**src/rtl/kcm_pkg.sv**
```systemverilog
package kcm_pkg;
    parameter int unsigned NIB_W  = 4;
    parameter int unsigned COEF_W = 8;
    localparam int unsigned DATA_W = 2 * NIB_W;
    localparam int unsigned NIB_N  = 1 << NIB_W;
    localparam int unsigned PP_W   = NIB_W + COEF_W;
    localparam int unsigned PROD_W = DATA_W + COEF_W;
    localparam int unsigned SEG_N  = DATA_W / NIB_W;

    typedef logic [NIB_W-1:0]  nib_t;
    typedef logic [PP_W-1:0]   pp_t;
    typedef logic [PROD_W-1:0] prod_t;

    typedef struct packed {
        logic  vld;
        prod_t prod;
    } result_t;

    // Entry idx of a table holds idx multiples of the coefficient.
    function automatic pp_t table_entry(int unsigned idx, int unsigned k);
        return pp_t'(idx * (k % (1 << COEF_W)));
    endfunction
endpackage

```
**src/rtl/kcm_lut.sv**
```systemverilog
module kcm_lut
    import kcm_pkg::*;
#(
    parameter int unsigned K = 0
) (
    input  nib_t addr,
    output pp_t  data
);
    pp_t rom [NIB_N];

    for (genvar g = 0; g < NIB_N; g++) begin : g_entry
        assign rom[g] = table_entry(g, K);
    end

    assign data = rom[addr];
endmodule

```
**src/rtl/kcm_align_add.sv**
```systemverilog
module kcm_align_add
    import kcm_pkg::*;
(
    input  pp_t   lo_pp,
    input  pp_t   hi_pp,
    output prod_t sum
);
    prod_t lo_ext;
    prod_t hi_shf;

    assign lo_ext = prod_t'(lo_pp);
    assign hi_shf = prod_t'({hi_pp, {NIB_W{1'b0}}});
    assign sum    = lo_ext + hi_shf;
endmodule

```
**src/rtl/nibble_rom_kmul.sv**
```systemverilog
module nibble_rom_kmul
    import kcm_pkg::*;
#(
    parameter int unsigned K = 173
) (
    input  logic              clk,
    input  logic              rst,
    input  logic              in_valid,
    input  logic [DATA_W-1:0] in_data,
    output logic              out_valid,
    output logic [PROD_W-1:0] out_product
);
    localparam int unsigned KC = K % (1 << COEF_W);

    pp_t     pp [SEG_N];
    prod_t   sum;
    result_t res_q;

    for (genvar n = 0; n < SEG_N; n++) begin : g_seg
        kcm_lut #(.K(KC)) u_lut (
            .addr (in_data[n*NIB_W +: NIB_W]),
            .data (pp[n])
        );
    end

    kcm_align_add u_add (
        .lo_pp (pp[0]),
        .hi_pp (pp[1]),
        .sum   (sum)
    );

    always_ff @(posedge clk) begin
        if (rst) begin
            res_q <= '0;
        end else begin
            res_q.vld <= in_valid;
            if (in_valid) begin
                res_q.prod <= sum;
            end
        end
    end

    assign out_valid   = res_q.vld;
    assign out_product = res_q.prod;

    // reset clears both outputs
    p_reset_clear_r1: assert property (@(posedge clk)
        $past(rst) |-> (!out_valid && out_product == '0));

    // valid flag delayed by exactly one clock
    p_valid_delay_r2: assert property (@(posedge clk) disable iff (rst)
        !$past(rst) |-> out_valid == $past(in_valid));

    // registered result equals the true product
    p_exact_product_r3: assert property (@(posedge clk) disable iff (rst)
        (out_valid && !$past(rst)) |->
        out_product == prod_t'(prod_t'($past(in_data)) * prod_t'(KC)));

    // low-nibble table output never exceeds 15 multiples
    p_table_bound_r4: assert property (@(posedge clk) disable iff (rst)
        pp[0] <= pp_t'((NIB_N - 1) * KC));

    // product held while no sample is accepted
    p_hold_idle_r5: assert property (@(posedge clk) disable iff (rst)
        (!$past(in_valid) && !$past(rst)) |-> $stable(out_product));
endmodule

```
**config.mk**
```make
export PLATFORM = sky130hd
export DESIGN_NAME = nibble_rom_kmul
export DESIGN_NICKNAME = d
export VERILOG_FILES = /design/src/rtl/kcm_pkg.sv /design/src/rtl/kcm_lut.sv /design/src/rtl/kcm_align_add.sv /design/src/rtl/nibble_rom_kmul.sv
export SDC_FILE = /design/constraint.sdc
export NUM_CORES = 1
export LEC_CHECK = 0
export ABC_AREA = 1
export BUFFER_PORTS_ARGS = -buffer_cell sky130_fd_sc_hd__buf_2
export CAP_MARGIN = 20
export CORE_MARGIN = 8
export CORE_UTILIZATION = 40
export CTS_CLUSTER_DIAMETER = 30
export DETAILED_ROUTE_END_ITERATION = 10
export PLACE_DENSITY_LB_ADDON = 0.12
export SLEW_MARGIN = 40
export SYNTH_ARGS = -nofsm -noshare
export SYNTH_HDL_FRONTEND = slang
export SYNTH_HIERARCHICAL = 1
export SYNTH_SLANG_ARGS = --single-unit
```
**constraint.sdc**
```tcl
create_clock -name clk -period 2.65 [get_ports clk]
set_clock_uncertainty 0.05 [all_clocks]
set_input_delay 0.6625 -clock clk [delete_from_list [all_inputs] [get_ports clk]]
set_output_delay 0.6625 -clock clk [all_outputs]
set_load 0.1 [all_outputs]
```
# After elaboration in Yosys (flattened, before gate mapping)
# Memories as Yosys holds them, arrays and structs flattened.
# Cells that the tools add are included.
dict set report word_totals {
  regBits 17
  romBits 384
  output_inout_bits 17
  memories 2
  input_bits 11
}
dict set report op_classes {
  addsub 1
  bitwise_logic 2
  order_cmp 2
  mux 4
}
# name words word_bits rd rd_clocked_by_memory_dff wr line
set memory_table {}
lappend memory_table {{(no name shown)} 16 12 1 0 0 kcm_lut.sv:15} ;# assign data = rom[addr];
lappend memory_table {{(no name shown)} 16 12 1 0 0 kcm_lut.sv:15}
# operator n
set ops {}
lappend ops {{2-to-1 mux 12 bit} 4}
lappend ops {{adder 12 x 16 -> 16 bit} 1}
lappend ops {{greater-or-equal comparator 5 bit (second input constant)} 2}
lappend ops {{NOT 4 -> 5 bit} 2}

# Longest topological paths before layout
dict set report logic_depth {
  depth_word 5
  depth_mapped 20
}

# Cells and area by module
# Netlist, hierarchy kept.
# mod seq_area_each_um2 area_each_um2 instances cells_per_inst
set modules_own_cells {}
lappend modules_own_cells {nibble_rom_kmul 340.3 767.0 1 105}
lappend modules_own_cells {kcm_align_add 0.0 578.1 1 108}
lappend modules_own_cells {{kcm_lut at g_seg[1].u_lut} 0.0 356.6 1 64}
lappend modules_own_cells {{kcm_lut at g_seg[0].u_lut} 0.0 346.6 1 63}

# Least setup slack after synthesis
# OpenSTA, ideal clock, no wires.
dict set report synth_timing {
  path_kind {input-to-reg}
  startpoint {in in_data[0]}
  endpoint {reg res_q, in the netlist out_product[12]}
  path_buffers 0
  required_ns 2.482
  t_arrival_ns 2.485
  setup_slack_ns -0.003
  path_stages 19
  path_cell_list {inv_1 -> ha_1 -> inv_1 -> nand2_1 -> nand2_1 -> nand2_1 -> nand2_1 -> ha_1 -> fa_1 -> nand2_1 -> nand3_1 -> nand3_1 -> nand2_1 -> nand2_1 -> nand2_1 -> inv_1 -> nand2_1 -> nand2_1 -> nor2_1}
}
# element line
set synth_rtl {}
lappend synth_rtl {{start: declaration} nibble_rom_kmul.sv:9} ;# input logic [DATA_W-1:0] in_data,
lappend synth_rtl {{end: declaration} nibble_rom_kmul.sv:17} ;# result_t res_q;

==> key figures <==
Worst setup path
  – CP Capture Type: register
  – Critical Path AT: 2.62 ns
  – Setup crit start: in_data[1]
  – Worst R2R Start: out_product[4]$_SDFFE_PP0P_
  – Worst Path Required: 2.79 ns
  – Max Fanout on Critical Path: 4
  – Worst reg-to-reg path cell count: 2
  – Worst Setup Path Type: input port to register
  – Startpoint types: input port

Floorplanning
  – Starting Density: 0.4088
  – FP Rows: 26
  – # IOs: 28
  – Die Height: 87.56 um
  – Die area: 0.007666 mm2
  – Die width: 87.56 um
  – Placeable Area: 0.005010 mm2

Final layout
  – Final nets: 413
  – Commonest non-fill, non-tap cells in the layout: 128 x nand2_1, 44 x inv_1, 30 x nor2_1
  – Area Growth Syn to Fin: 19.61%
  – Diodes inserted: 0
  – Most common cell after layout, fill and taps aside: nand2_1
  – Layout cell share with drive strength beyond 1: 0.3053
  – Post-route insts no fill: 450
  – Fill cell count: 580
  – Finished Cell Area: 0.002450 mm2

Drt
  – WL final: 4.447 mm
  – DR pass1 iterations: 4
  – DR iter-0 viols: 60
  – Vias: 1974
  – Avg WL per Cell: 9.882 um
  – DRC viols: 0
  – Via/cell ratio: 4.387
  – ANT nets after route: 0

Logic synthesis
  – Mapped Cells: 340
  – Syn_area_per_cell: 6.024 um2
  – Register area share after synthesis: 0.1662
  – Post-Syn Area: 0.002048 mm2
  – Synth unique cells: 25
  – Synthesis-stage register bit count: 17
  – Syn_nets: 372
  – Synth warn: 6

CTS
  – Clk_lat worst skew: 0.25 ns
  – CTS clk-pin slew, worst paths: 0.06 ns
  – CTS Buffer Depth: 2
  – CTS Buf Count: 3
  – Hold_buf cts: 0
  – Sink Count: 17
  – H-tree depth: 1
  – Clk root buf: clkbuf_8
  – CTS tree: built
  – Post_cts resized: 0
  – Setup Buffers After CTS: 0

STA
  – Worst Slack Setup Final: 0.1721 ns
  – Fmax: 403.6 MHz
  – Worst-Margin Slew: 0.6383 ns
  – Unrepaired setup endpoints after global routing: yes
  – Period minus WS final: 2.478 ns
  – Fin crit share: 0.9350
  – Max-slew violations: 0
  – Setup violators final: 0
  – Rel. slew slack: 0.5745
  – Hold Vio Cnt, Final: 0

Placement
  – Placed Area: 0.002305 mm2
  – Post-placement cell count: 446
  – Post-DP HPWL: 3.632 mm
  – Setup WS pre-CTS: -0.1559 ns
  – RePlAce Congestion: 0.8389
  – Port bufs: 27

GRT
  – Antenna violations before repair: 0
  – Vias in the first global route: 1894
  – Gr usage total: 0.1245
  – Total gr overflow: 0
  – First-pass GRT wire length: 7.838 mm
  – Pin count of the biggest net entering global routing: 34

Worst hold path
  – Worst min path class: register to register
  – Worst Hold Launch: out_product[11]$_SDFFE_PP0P_
  – Worst Hold Path Cells: 2

Run
  – Max_cap viols: 0

Power and ir drop
  – Max IR drop VDD: 262.1 uV
  – Total power: 0.001137 W
  – PwrDens: 464.3 mW/mm2
  – Pleak: 1.480 nW

Outcome
  – Status: complete, no violations
cells by family (layout without fill, tap and decap cells):
family / Yosys count / in the layout / share of synthesized area
AND/OR/NAND/NOR: 222 / 222 / 0.4795
buffers and inverters: 68 / 108 / 0.1808
adder cells (fa/ha/maj): 21 / 21 / 0.1319
flip-flops: 17 / 17 / 0.1662
AO/OA/AOI/OAI: 6 / 6 / 0.01588
XOR/XNOR: 6 / 6 / 0.02566
path summary, 6_finish.rpt:
check | to | slack (ns)
worst max register to register | out_product[4]$_SDFFE_PP0P_ | 2.01
worst max-delay path | out_product[8]$_SDFFE_PP0P_ | 0.17
worst min register to register | out_product[11]$_SDFFE_PP0P_ | 0.42
worst min-delay path | out_product[11]$_SDFFE_PP0P_ | 0.42
sequential cells by signal, indices dropped and copies added (netlist names):
register     cells
out_product     16
out_valid        1
final cells by class:
| type | count | area [um2] | area share |
|---|---|---|---|
| well taps | 70 | 87.58 | 0.03575 |
| clock inverters | 1 | 5.005 | 0.002043 |
| clock buffers | 3 | 41.29 | 0.01685 |
| repair buffers | 53 | 330.3 | 0.1348 |
| multi-input cells | 255 | 1439 | 0.5873 |
| flip-flops and latches | 17 | 340.3 | 0.1389 |
| inverters | 51 | 206.4 | 0.08427 |
stage by stage:
step                        util  hold WS, ns  setup TNS (ns)
final                     0.4890       0.4189               0
after CTS                 0.4693       0.4213               0
after global placement    0.4600       0.4069         -0.6360
after floorplan                -       0.6838               0
after detailed placement  0.4600       0.4122         -0.7992
after global routing      0.4890       0.4525        -0.03303
critical path, cell delays in order:
cell	delay (ns)
buf_2	0.11
inv_2	0.06
ha_4	0.26
inv_1	0.03
nand2_1	0.08
nand2_1	0.06
nand2_1	0.05
nand2_1	0.05
ha_2	0.19
fa_2	0.39
nand2_1	0.08
nand3_1	0.11
nand2_1	0.11
xnor2_1	0.13
inv_1	0.07
nand2_2	0.05
nand2_1	0.06
nor2_2	0.08
per-layer routing:
layer,part of all wire,up-vias,GRT usage
li1,-,1080,-
met1,0.48,863,0.1464
met2,0.48,27,0.2273
met3,0.030,4,0.02158
met4,0.010,0,0.02813
met5,0,-,0
cell usage after synthesis (all sizes together):
cell   number  share of area
nand2     153           0.32
ha         20           0.12
xor2        5          0.021
nand4       3         0.0092
fa          1         0.0098
xnor2       1         0.0043
inv        51           0.10
nor2       42          0.089
dfxtp      17           0.17
a21oi       4         0.0098
or2         1         0.0031
buf        17          0.080
nand3      23          0.059
o21ai       1         0.0024
a21o        1         0.0037
power by group:
group / leakage [nW] / internal (W) / total, W / switching (W)
Clock: 0.0255 / 0.000104 / 0.000192 / 0.0000881
Sequential: 0.141 / 0.000280 / 0.000291 / 0.0000110
Combinational: 1.31 / 0.000210 / 0.000654 / 0.000444
(Power assumes the default switching activity.)
